[config.mk]
export PLATFORM = sky130hd
export DESIGN_NAME = deadtime_gen
export DESIGN_NICKNAME = d
export VERILOG_FILES = /design/src/rtl/dtg_pkg.sv /design/src/rtl/dtg_edge_delay.sv /design/src/rtl/dtg_ctrl.sv /design/src/rtl/dtg_datapath.sv /design/src/rtl/deadtime_gen.sv
export SDC_FILE = /design/constraint.sdc
export NUM_CORES = 1
export LEC_CHECK = 0
export BUFFER_PORTS_ARGS = -buffer_cell sky130_fd_sc_hd__buf_2
export CAP_MARGIN = 15
export CORE_MARGIN = 5
export CORE_UTILIZATION = 31
export DETAILED_ROUTE_END_ITERATION = 10
export GPL_ROUTABILITY_DRIVEN = 0
export SYNTH_ARGS = -nofsm -noshare
export SYNTH_HDL_FRONTEND = slang
export SYNTH_SLANG_ARGS = --single-unit
export TNS_END_PERCENT = 100
[constraint.sdc]
create_clock -name clk -period 3.1 [get_ports clk]
set_clock_uncertainty 0.1 [all_clocks]
set_input_delay 0.465 -clock clk [delete_from_list [all_inputs] [get_ports clk]]
set_output_delay 0.465 -clock clk [all_outputs]
set_load 0.05 [all_outputs]
[src/rtl/dtg_pkg.sv]
package dtg_pkg;
  // Configuration word layout (bit positions are decoded by dtg_ctrl)
  localparam int CFG_W        = 18;
  localparam int BIT_TICKSEL  = 17;
  localparam int BIT_BYPB     = 16;
  localparam int BIT_BYPA     = 15;
  localparam int BIT_FEDINV   = 14;
  localparam int BIT_REDINV   = 13;
  localparam int BIT_FEDSRC   = 12;
  localparam int BIT_REDSRC   = 11;
  localparam int BIT_SWAPB    = 10;
  localparam int BIT_SWAPA    = 9;
  localparam int CFG_LO       = BIT_SWAPA;

  localparam logic [1:0] ADDR_CFG = 2'd0;
  localparam logic [1:0] ADDR_RED = 2'd1;
  localparam logic [1:0] ADDR_FED = 2'd2;

  // Decoded strobes from control to datapath
  typedef struct packed {
    logic tick;
    logic redFromB;
    logic fedFromB;
    logic redInv;
    logic fedInv;
    logic bypassA;
    logic bypassB;
    logic swapA;
    logic swapB;
  } dtgCtl_t;
endpackage

[src/rtl/dtg_edge_delay.sv]
module dtg_edge_delay #(
  parameter int DW         = 16,
  parameter bit DELAY_RISE = 1'b1
) (
  input  logic          clk,
  input  logic          rstN,
  input  logic          tickEn,
  input  logic          sigIn,
  input  logic [DW-1:0] delay,
  output logic          sigOut
);
  // Work on the "active" level: the level whose arrival is held back.
  localparam bit RESET_HELD = !DELAY_RISE;

  logic          activeIn;
  logic          heldQ;
  logic [DW-1:0] cntQ;

  assign activeIn = DELAY_RISE ? sigIn : ~sigIn;

  always_ff @(posedge clk or negedge rstN) begin
    if (!rstN) begin
      heldQ <= RESET_HELD;
      cntQ  <= '0;
    end else if (!activeIn) begin
      heldQ <= 1'b0;
      cntQ  <= '0;
    end else if (!heldQ) begin
      if (cntQ >= delay) heldQ <= 1'b1;
      else if (tickEn)   cntQ  <= cntQ + 1'b1;
    end
  end

  assign sigOut = DELAY_RISE ? heldQ : ~heldQ;

  // the non-delayed edge passes after one register
  assert_edge_pass_R3: assert property (@(posedge clk) disable iff (!rstN)
    !activeIn |=> !heldQ);
  // the delayed level only appears while the source holds it
  assert_rise_needs_src_R3: assert property (@(posedge clk) disable iff (!rstN)
    $rose(heldQ) |-> $past(activeIn));
  // zero delay is a single register stage
  assert_zero_delay_R3: assert property (@(posedge clk) disable iff (!rstN)
    (activeIn && !heldQ && delay == '0) |=> heldQ);
  // without a tick the counter never advances
  assert_hold_no_tick_R9: assert property (@(posedge clk) disable iff (!rstN)
    !tickEn |=> (cntQ <= $past(cntQ)));
endmodule

[src/rtl/dtg_ctrl.sv]
module dtg_ctrl
  import dtg_pkg::*;
#(
  parameter int DW = 16,
  parameter int WW = 18
) (
  input  logic          clk,
  input  logic          rstN,
  input  logic          regWe,
  input  logic [1:0]    regAddr,
  input  logic [WW-1:0] regWdata,
  input  logic          tickIn,
  output dtgCtl_t       ctl,
  output logic [DW-1:0] redDelay,
  output logic [DW-1:0] fedDelay
);
  logic [CFG_W-1:CFG_LO] cfgQ;
  logic [DW-1:0]         redQ;
  logic [DW-1:0]         fedQ;

  always_ff @(posedge clk or negedge rstN) begin
    if (!rstN) begin
      cfgQ <= '0;
      redQ <= '0;
      fedQ <= '0;
    end else if (regWe) begin
      case (regAddr)
        ADDR_CFG: cfgQ <= regWdata[CFG_W-1:CFG_LO];
        ADDR_RED: redQ <= regWdata[DW-1:0];
        ADDR_FED: fedQ <= regWdata[DW-1:0];
        default:  ;
      endcase
    end
  end

  always_comb begin
    ctl.tick     = cfgQ[BIT_TICKSEL] ? tickIn : 1'b1;
    ctl.redFromB = cfgQ[BIT_REDSRC];
    ctl.fedFromB = cfgQ[BIT_FEDSRC];
    ctl.redInv   = cfgQ[BIT_REDINV];
    ctl.fedInv   = cfgQ[BIT_FEDINV];
    ctl.bypassA  = cfgQ[BIT_BYPA];
    ctl.bypassB  = cfgQ[BIT_BYPB];
    ctl.swapA    = cfgQ[BIT_SWAPA];
    ctl.swapB    = cfgQ[BIT_SWAPB];
  end

  assign redDelay = redQ;
  assign fedDelay = fedQ;

  // a configuration write is visible on the next cycle
  assert_cfg_write_R1: assert property (@(posedge clk) disable iff (!rstN)
    (regWe && regAddr == ADDR_CFG) |=> (cfgQ == $past(regWdata[CFG_W-1:CFG_LO])));
endmodule

[src/rtl/dtg_datapath.sv]
module dtg_datapath
  import dtg_pkg::*;
#(
  parameter int DW = 16
) (
  input  logic          clk,
  input  logic          rstN,
  input  dtgCtl_t       ctl,
  input  logic [DW-1:0] redDelay,
  input  logic [DW-1:0] fedDelay,
  input  logic          pwmA,
  input  logic          pwmB,
  output logic          outA,
  output logic          outB
);
  localparam int N_UNITS = 2;  // 0: rising-edge unit, 1: falling-edge unit

  logic [N_UNITS-1:0] unitSrc;
  logic [N_UNITS-1:0] unitOut;
  logic [DW-1:0]      unitDelay [N_UNITS];
  logic               pathA;
  logic               pathB;

  assign unitSrc[0]   = ctl.redFromB ? pwmB : pwmA;
  assign unitSrc[1]   = ctl.fedFromB ? pwmB : pwmA;
  assign unitDelay[0] = redDelay;
  assign unitDelay[1] = fedDelay;

  for (genvar g = 0; g < N_UNITS; g++) begin : gUnit
    dtg_edge_delay #(
      .DW        (DW),
      .DELAY_RISE(g == 0)
    ) edgeDly_i (
      .clk   (clk),
      .rstN  (rstN),
      .tickEn(ctl.tick),
      .sigIn (unitSrc[g]),
      .delay (unitDelay[g]),
      .sigOut(unitOut[g])
    );
  end

  assign pathA = ctl.bypassA ? pwmA : (unitOut[0] ^ ctl.redInv);
  assign pathB = ctl.bypassB ? pwmB : (unitOut[1] ^ ctl.fedInv);

  always_comb begin
    case ({ctl.swapA, ctl.swapB})
      2'b11:   begin outA = pathB; outB = pathA; end
      2'b10:   begin outA = pathB; outB = pathB; end
      2'b01:   begin outA = pathA; outB = pathA; end
      default: begin outA = pathA; outB = pathB; end
    endcase
  end
endmodule

[src/rtl/deadtime_gen.sv]
module deadtime_gen
  import dtg_pkg::*;
#(
  parameter int DELAY_W = 16,
  localparam int WDATA_W = (DELAY_W > CFG_W) ? DELAY_W : CFG_W
) (
  input  logic               clk,
  input  logic               rstN,
  input  logic               regWe,
  input  logic [1:0]         regAddr,
  input  logic [WDATA_W-1:0] regWdata,
  input  logic               tickIn,
  input  logic               pwmA,
  input  logic               pwmB,
  output logic               outA,
  output logic               outB
);
  dtgCtl_t              ctl;
  logic [DELAY_W-1:0]   redDelay;
  logic [DELAY_W-1:0]   fedDelay;

  dtg_ctrl #(.DW(DELAY_W), .WW(WDATA_W)) ctrl_i (
    .clk     (clk),
    .rstN    (rstN),
    .regWe   (regWe),
    .regAddr (regAddr),
    .regWdata(regWdata),
    .tickIn  (tickIn),
    .ctl     (ctl),
    .redDelay(redDelay),
    .fedDelay(fedDelay)
  );

  dtg_datapath #(.DW(DELAY_W)) dp_i (
    .clk     (clk),
    .rstN    (rstN),
    .ctl     (ctl),
    .redDelay(redDelay),
    .fedDelay(fedDelay),
    .pwmA    (pwmA),
    .pwmB    (pwmB),
    .outA    (outA),
    .outB    (outB)
  );

  // complementary active-high setting never drives both outputs
  logic isCompl;
  assign isCompl = ctl.fedInv && !ctl.redInv && !ctl.bypassA && !ctl.bypassB &&
                   !ctl.redFromB && !ctl.fedFromB && !ctl.swapA && !ctl.swapB;

  assert_no_overlap_R11: assert property (@(posedge clk) disable iff (!rstN)
    (isCompl && $past(isCompl)) |-> !(outA && outB));
endmodule

# Word level (Yosys, flattened, before mapping)
# Cells that the tools add are included.
# W data, S select, Z words.
[word_totals]
in_bits = 26
elab_cells = 54
out_inout_bits = 2
register_bits = 75
[classes]
eq_ne = 10
n_addsub = 2
order_cmp = 2
n_reduce_logical = 9
bitwise = 3
mux = 21
[op_table]
columns = ["op", "n"]
rows = [
  ["$mux W16", 8],
  ["$add A16 B1 Y16 const B", 2],
  ["$ge A16 B16 Y1", 2],
  ["$mux W1", 13],
  ["$ne A2 B2 Y1 const B", 5],
  ["$eq A2 B2 Y1 const B", 3],
  ["$reduce_and A2 Y1", 3],
  ["$reduce_and A3 Y1", 2],
  ["$eq A2 B1 Y1 const B", 2],
  ["$reduce_or A2 Y1", 2],
  ["$logic_not A2 Y1", 1],
  ["$reduce_bool A2 Y1", 1],
  ["$xor A1 B1 Y1", 2],
  ["$not A1 Y1", 1],
]

# Longest topological paths before layout
# Gate-level depths: netlist (run 1).
[logic_depth]
word_depth = 5
mapped_depth = 10
depth_no_buf = 8

# Hierarchy
# Synthesis (run 1) repeated with hierarchy kept, for this count alone.
[hier_totals]
cells_unflattened = 415
area_unflattened_um2 = 4548.1
[modules_own_cells]
columns = ["module", "area_each_um2", "instances", "seq_area_each_um2", "cells_each"]
rows = [
  ["dtg_ctrl", 1715.4, 1, 1026.0, 97],
  ["dtg_edge_delay (dp_i.gUnit[0].edgeDly_i)", 1433.9, 1, 425.4, 154],
  ["dtg_edge_delay (dp_i.gUnit[1].edgeDly_i)", 1310.0, 1, 426.7, 151],
  ["dtg_datapath", 88.8, 1, 0.0, 13],
]

# Least setup slack after synthesis (run 1)
# No wires, ideal clock.
[synth_path]
kind = "register -> register"
start = "register dp_i.gUnit[1].edgeDly_i.cntQ[2]"
end = "register dp_i.gUnit[1].edgeDly_i.cntQ[4]"
path_slack_ns = 0.846
period_less_slack_ns = 2.254
required_ns = 2.922
stages_incl_launch_ff = 9
setup_time_ns = 0.078
n_path_buf = 1
t_arrival_ns = 2.076
cell_sequence = "dfrtp_1 ha_1 a211oi_2 o21ai_1 a41oi_2 o21ai_2 buf_6 or4_1 a21oi_1"
[synth_between]
elab_chain_cells = 5
word_cells_on_any_way = 8
classes_between = "add/sub: 1; order compare: 1; eq/ne: 1; mux: 4; reduce/logical: 1"
[synth_rtl]
columns = ["element", "line", "text"]
rows = [
  ["from (decl)", "dtg_edge_delay.sv:17", "logic [DW-1:0] cntQ;"],
  ["from (signal assigned)", "dtg_edge_delay.sv:30", "else if (tickEn) cntQ <= cntQ + 1'b1;"],
  ["$add A16 B1 Y16", "dtg_edge_delay.sv:30", ""],
  ["$mux W16", "dtg_edge_delay.sv:30", ""],
  ["$mux W16", "dtg_edge_delay.sv:29", "if (cntQ >= delay) heldQ <= 1'b1;"],
  ["$mux W16", "dtg_edge_delay.sv:28", "end else if (!heldQ) begin"],
  ["$mux W16", "dtg_edge_delay.sv:25", "end else if (!activeIn) begin"],
]
# Parallel ways exist; a longest one is shown, timed or not. The select of a mux whose other input is x is not followed.
# A chain may end at the register's enable or synchronous reset.

# Worst setup path in the final report (run 1)
[layout_path]
start = "register dp_i.gUnit[1].edgeDly_i.cntQ[2]"
end = "register dp_i.gUnit[1].edgeDly_i.cntQ[8]"
# The elaborated chain is that of the path after synthesis.

==> qor.yml, run 1 <==
status: "finished clean"
first_pass_iters: 4
antenna_found_initial: 0
grt_overflow_total: 0
postCtsHoldBufs: 0
cts_tree: "built"
rr_worst_depth: 7
wl_per_cell_um: 15.4
final_layout_size_suffix_gt1_share_pct: 23.4
core_sq_um: 13300
synth_common_cells: "dfrtp_1, mux2_2, inv_1"
max_freq_mhz: 385
syn_nets: 459
pre_cts_slack_ns: 0.514
dieArea_sq_um: 16100
syn_inst: 399
critPathLaunchType: "register"
grt_pass1_wl_um: 16200
cp_slowest_cell: "or4_1"
critPathArrivalTime_ns: 2.76
power_leakage_uw: 0.00219
drc: 0
yosysTopAreaCellShare_pct: 43.6
syn-cell-area_sq_um: 4250
cts_buffers: 9
cp.required_ns: 3.26
post_cts_buffers: 0
slew_headroom_pct: 35.4
dp_hpwl_um: 6860
clock_sinks: 75
synth.ff_latch_count: 75
syn_avg_cell_area_sq_um: 10.6
routed_wl_um: 9380
period_minus_slack_ns: 2.60
grt_usage_pct: 12.5
h-tree-depth: 3
grt_pass1_vias: 3251
cts_root_buffer: "clkbuf_16"
cts_resized: 0
seq_area_frac_synth_pct: 44.2
synth.area.top_cells: "dfrtp_1, mux2_2, ha_1"
clk_latency_ns: 0.34
die_x_um: 127
yosys.cell_count.top_type: "dfrtp_1"
io_pins: 28
die_h_um: 127
clock_tree.buffer_depth: 2
vias_per_cell: 4.99
reg2reg_slack_ns: 0.50
rows: 42
report.final.slew_viol_count: 0
ant_nets: 0
crit_fanout: 24
hold_viol_final: 0
nets: 491
fin_ws_ns: 0.501
synth_top_area_cell: "dfrtp_1"
critPathCaptureType: "register"
area_delta_synth_final_pct: 14.5
grt_max_degree: 76
grt_setup_unrepaired: "no"
cap_violations: 0
power_density_nw_per_um2: 551
ys_warn_count: 0
finalCritPeriodShare_pct: 83.8
max_slew.worst_pin.slew_ns: 0.969
criticalPathCategory: "reg2reg"
r2r-end: "dp_i.gUnit[1].edgeDly_i.cntQ[8]"
async_flop_share_pct: 100
ir_drop_mv: 0.239
synth_cell_types: 48
slowest_delay_ns: 0.57
worstPathCellList: "ha_1, a211oi_2, o21ai_1, a41oi_2, o21ai_2, or4_1, a21oi_1"
synth-edff-count: 0
hold_class: "in2async"
initial_core_util_pct: 31.8
setup_viol: 0
io_buffers: 27
num_antenna_cells: 0
cts.reportedPaths.clkPinSlew_ns: 0.06
tns_ns: 0
vias: 3050
drtIter0Drc: 115
r2r_start: "dp_i.gUnit[1].edgeDly_i.cntQ[2]"
ys.flop_type: "dfrtp_1"
==> worst max-delay path, delay by kind of cell, from the launching register on <==
kind	cells	cell delay [ns]
fa+ha+maj	1	0.33
flops	1	0.43
simple gates	1	0.57
compound gates	5	1.09
==> state kept, by name, summed over array words and instances (netlist names) <==
| signal | flops |
|---|---|
| ctrl_i.cfgQ | 9 |
| ctrl_i.fedDelay | 16 |
| ctrl_i.redDelay | 16 |
| dp_i.gUnit.edgeDly_i.cntQ | 32 |
| dp_i.gUnit.edgeDly_i.heldQ | 1 |
| dp_i.gUnit.edgeDly_i.sigOut | 1 |
==> where the power goes <==
| group | internal (uW) | switching [uW] | total, uW |
|---|---|---|---|
| clock network | 601 | 399 | 1000 |
| logic | 218 | 280 | 498 |
| registers | 1100 | 79.9 | 1180 |
| total | 1920 | 760 | 2680 |
==> worst max-delay path by stage <==
stage	startpoint	slack [ns]	cells after the start	to
after detailed placement	dp_i.gUnit[1].edgeDly_i.cntQ[2]	0.51	7	dp_i.gUnit[1].edgeDly_i.cntQ[4]
final	dp_i.gUnit[1].edgeDly_i.cntQ[2]	0.50	7	dp_i.gUnit[1].edgeDly_i.cntQ[8]
after CTS	dp_i.gUnit[1].edgeDly_i.cntQ[2]	0.49	7	dp_i.gUnit[1].edgeDly_i.cntQ[8]
after floorplan	dp_i.gUnit[1].edgeDly_i.cntQ[2]	0.85	8	dp_i.gUnit[1].edgeDly_i.cntQ[4]
after global routing	dp_i.gUnit[1].edgeDly_i.cntQ[2]	0.31	7	dp_i.gUnit[1].edgeDly_i.cntQ[15]
after global placement	dp_i.gUnit[1].edgeDly_i.cntQ[2]	0.59	7	dp_i.gUnit[1].edgeDly_i.cntQ[13]
==> area by class of cell <==
type,instances,area [sq um]
clock buffer,13,270
clock inverter,2,10.0
fill,1328,8490
inverter,35,131
multi-input combinational,281,2200
sequential,75,1880
tap,176,220
timing repair buffer,29,153
==> metal layers <==
layer | track usage, % | share of wire [%] | up-vias
li1 | - | - | 1501
met5 | 0 | 0 | -
met4 | 4.61 | 1.6 | 0
met1 | 15.0 | 45 | 1520
met3 | 2.55 | 1.8 | 12
met2 | 21.9 | 52 | 17
==> placed cells by master, fill, tap and decap left out, types with 3 or more instances in the layout <==
cell / synthesis / routed
dfrtp_1: 74 / 74
mux2_2: 43 / 43
inv_1: 35 / 35
ha_1: 34 / 34
a21oi_1: 31 / 31
nand2_1: 26 / 26
buf_2: 1 / 26
nor2_1: 25 / 25
o21ai_0: 15 / 15
nand3_1: 12 / 12
or4_1: 12 / 12
o31ai_1: 10 / 10
nand4_1: 9 / 9
clkbuf_16: 0 / 9
or3_1: 7 / 7
xor2_1: 6 / 6
mux2i_1: 6 / 6
xnor2_1: 4 / 4
nor3_1: 4 / 4
o21ai_1: 3 / 3
clkbuf_8: 0 / 3
buf_4: 0 / 3
==> logic make-up after synthesis <==
| kind of cell | count (synthesis) | synth area share, % |
|---|---|---|
| simple gates | 117 | 16.0 |
| flops | 75 | 44.2 |
| compound gates | 71 | 10.9 |
| mux | 49 | 12.8 |
| buf+inv | 43 | 4.01 |
| fa+ha+maj | 34 | 10.0 |
| xor+xnor | 10 | 2.06 |
==> stage by stage <==
step | area, sq um | cells | util (%) | total power, uW | hold slack, ns
6_report | 4860 | 611 | 36.4 | 2680 | 0.175
5_1_grt | 4860 | 611 | 36.4 | 2840 | 0.248
4_1_cts | 4860 | 611 | 36.4 | 2710 | 0.231
3_5_place_dp | 4580 | 596 | 34.3 | 1700 | 0.396
3_3_place_gp | 4580 | 596 | 34.3 | 1680 | 0.390
2_1_floorplan | 4250 | 399 | - | 1540 | 0.0694
Power figures use the tool's default switching activity.
==> run 2, diff against run 1 <==
--- a/config.mk
+++ b/config.mk
@@ -5,6 +5,7 @@
 export SDC_FILE = /design/constraint.sdc
 export NUM_CORES = 1
 export LEC_CHECK = 0
+export ABC_AREA = 1
 export BUFFER_PORTS_ARGS = -buffer_cell sky130_fd_sc_hd__buf_2
 export CAP_MARGIN = 15
 export CORE_MARGIN = 5
==> constraint.sdc (replaced) <==
create_clock -name clk -period 2.5 [get_ports clk]
set_clock_uncertainty 0.1 [all_clocks]
set_input_delay 0.375 -clock clk [delete_from_list [all_inputs] [get_ports clk]]
set_output_delay 0.375 -clock clk [all_outputs]
set_load 0.05 [all_outputs]
==> run 2 against run 1 <==
  * Via count grew 28%
  * Clock-buffer cell count is 2 lower
  * Routed wire length is 10% higher
  * Critical endpoint is now dp_i.gUnit[0].edgeDly_i.cntQ[5]
  * Cell area up 10%
  * Critical path depth grew 3
  * Maximum frequency rose by 26%
  * Global-route usage up 0.071 points
  * Power rose by 32%
  * First-iteration DRC count increased by 110%
  * Highest routed layer unchanged
  * Largest cell class unchanged
==> qor.yml, run 2 <==
yosysTopAreaCellShare_pct: 39.3  # -4.4 points
finalCritPeriodShare_pct: 82.7  # -1.2 points
largest_reg_flops: 32  # unchanged
met2_length_um: 4470  # -8.1%
max_freq_mhz: 484  # +26%
pwr-share-seq_pct: 42.1  # -1.9 points
max_slew.worst_pin.slew_ns: 0.848  # -0.120 ns
grt_pass1_vias: 3777  # +16%
clock_tree.buffer_depth: 2  # unchanged
grt_max_degree: 42  # -45%
area_delta_synth_final_pct: 13.4
syn_nets: 701  # +53%
dp_hpwl_um: 7570  # +10%
syn_inst: 641  # +61%
cap_violations: 0  # unchanged
initial_core_util_pct: 31.3  # -0.55 points
h-tree-depth: 3  # unchanged
slew_headroom_pct: 43.3  # +7.9 points
period_minus_slack_ns: 2.07  # -0.533 ns
maxUsedRoutingLayer: "met4"
dpl.cell_count: 844  # +42%
critPathLaunchType: "register"
synth.area.top_cells: "dfrtp_1, nand2_1, ha_1"
die_x_um: 133  # +5.0%
antenna_found_initial: 0  # unchanged
cts.reportedPaths.clkPinSlew_ns: 0.06  # about the same
synth.ff_latch_count: 75  # unchanged
wl_per_cell_um: 12.0  # -22%
seq_area_frac_synth_pct: 39.8  # -4.4 points
hold_depth: 2
rows: 45  # +7.1%
drtIter0Drc: 247  # +110%
grt_overflow_total: 0  # unchanged
synth_common_cells: "nand2_1, inv_1, dfrtp_1"
hold_viol_final: 0  # unchanged
synth-edff-count: 0  # unchanged
grt_pass1_wl_um: 18400  # +14%
syn-cell-area_sq_um: 4720  # +11%
setup_viol: 0  # unchanged
grt_setup_unrepaired: "no"
cts_tree: "built"
criticalPathCategory: "reg2reg"
yosys.cell_count.top_type: "nand2_1"
synth_cell_types: 34  # -29%
core_sq_um: 15100  # +13%
critPathArrivalTime_ns: 2.24  # -0.52 ns
cts_root_buffer: "clkbuf_16"
drc: 0  # unchanged
async_flop_share_pct: 100  # unchanged
grt_usage_pct: 12.5  # +0.071 points
ant_nets: 0  # unchanged
wl_met3_um: 426  # +150%
cp.required_ns: 2.68  # -0.58 ns
clk_latency_ns: 0.34  # about the same
rr_worst_depth: 10  # +3
ys_warn_count: 0  # unchanged
power_density_nw_per_um2: 662  # +20%
internal_power_uw: 2420  # +26%
switching_share_pct: 31.6  # +3.2 points
mostFrequentLayoutCells: "nand2_1, inv_1, dfrtp_1"
routed_wl_um: 10300  # +10%
clkPwrFrac_pct: 36.9  # -0.4 points
fin_ws_ns: 0.434  # -0.0671 ns
io_pins: 28  # unchanged
cts_buffers: 9  # unchanged
status: "finished clean"
regMostFlops: "dp_i.gUnit.edgeDly_i.cntQ"
hold_class: "in2reg"
die_h_um: 133  # +5.0%
pre_cts_slack_ns: 0.376  # -0.138 ns
final_layout_size_suffix_gt1_share_pct: 10.3  # -13 points
num_antenna_cells: 0  # unchanged
io_buffers: 27  # unchanged
final_common_cell: "nand2_1"
vias_per_cell: 4.53  # -9.3%
first_pass_iters: 7  # +3
dieArea_sq_um: 17800  # +10%
tns_ns: 0  # unchanged
syn_avg_cell_area_sq_um: 7.36  # -31%
crit_fanout: 17  # -29%
vias: 3899  # +28%
critPathCaptureType: "register"
layout.cells.non_filler: 861  # +41%
ir_drop_mv: 0.347  # +45%
nets: 728  # +48%
ys.flop_type: "dfrtp_1"
synth_top_area_cell: "dfrtp_1"
clock_sinks: 75  # unchanged
met1_length_um: 5250  # +25%
combPwrFrac_pct: 21.0  # +2.4 points
power_leakage_uw: 0.00281  # +29%
report.final.slew_viol_count: 0  # unchanged
p_sw_uw: 1120  # +47%
[run 2: path summary, 6_finish.rpt]
path | from | end | slack [ns]
setup / recovery | dp_i.gUnit[0].edgeDly_i.cntQ[3] | dp_i.gUnit[0].edgeDly_i.cntQ[5] | 0.43
hold / removal | regWdata[16] | ctrl_i.cfgQ[16] | 0.17
setup reg to reg | dp_i.gUnit[0].edgeDly_i.cntQ[3] | dp_i.gUnit[0].edgeDly_i.cntQ[5] | 0.43
hold reg to reg | ctrl_i.fedDelay[9] | ctrl_i.fedDelay[9] | 0.38
max in group asynchronous | rstN | dp_i.gUnit[0].edgeDly_i.cntQ[2] | 1.28
min in group asynchronous | rstN | ctrl_i.fedDelay[14] | 0.45
[run 2: through the flow]
step | util [%] | hold WS [ns] | total power, uW | cell area (sq um)
after floorplan | - | -0.0206 | 2060 | 4720
after global placement | 33.4 | 0.271 | 2250 | 5040
after detailed placement | 33.4 | 0.277 | 2270 | 5040
after CTS | 35.5 | 0.156 | 3590 | 5350
after global routing | 35.5 | 0.175 | 3800 | 5350
final | 35.5 | 0.170 | 3540 | 5350
[run 2: cells by family after synthesis]
group / Yosys count / share of synthesized area (%)
fa+ha+maj: 34 / 9.02
buf+inv: 115 / 9.66
xor+xnor: 17 / 3.16
mux: 2 / 0.477
simple gates: 336 / 30.9
compound gates: 62 / 7.00
flops: 75 / 39.8
[run 2: power groups by stage]
stage | clock network (uW) | registers (uW) | logic, uW
6_report | 1310 | 1490 | 743
5_1_grt | 1400 | 1520 | 886
4_1_cts | 1340 | 1490 | 761
3_5_place_dp | 0 | 1510 | 755
3_3_place_gp | 0 | 1510 | 743
2_1_floorplan | 0 | 1480 | 583
[run 2: cell type report]
type | instances | area, sq um
clock buffer | 11 | 243
tap | 188 | 235
inverter | 100 | 375
clock inverter | 5 | 52.6
multi-input combinational | 451 | 2380
timing repair buffer | 31 | 183
fill | 1618 | 9740
sequential | 75 | 1880
[run 2: metal layers]
metal / up-vias / global-route usage, %
met5: - / 0
met4: 0 / 4.80
met3: 12 / 2.15
met2: 54 / 19.3
met1: 1756 / 17.6
li1: 2077 / -
[run 2: worst max-delay path: stages (launching register included)]
cell and delay [ns]:
dfrtp_1 0.46, ha_1 0.34, a21oi_1 0.16, nand2_1 0.07, nand2_1 0.06, nand2_1 0.09
nand2_2 0.10, nand3_4 0.20, nand2_4 0.25, nand2_1 0.09, nand2_1 0.06
[run 2: repair_timing]
item | in CTS | in global routing
hold buffers | 1 | 0
resized for setup | 0 | 0
endpoints found under the hold margin | 33 | 0
endpoints found under the setup margin | 0 | 0
buffers inserted | 0 | 0
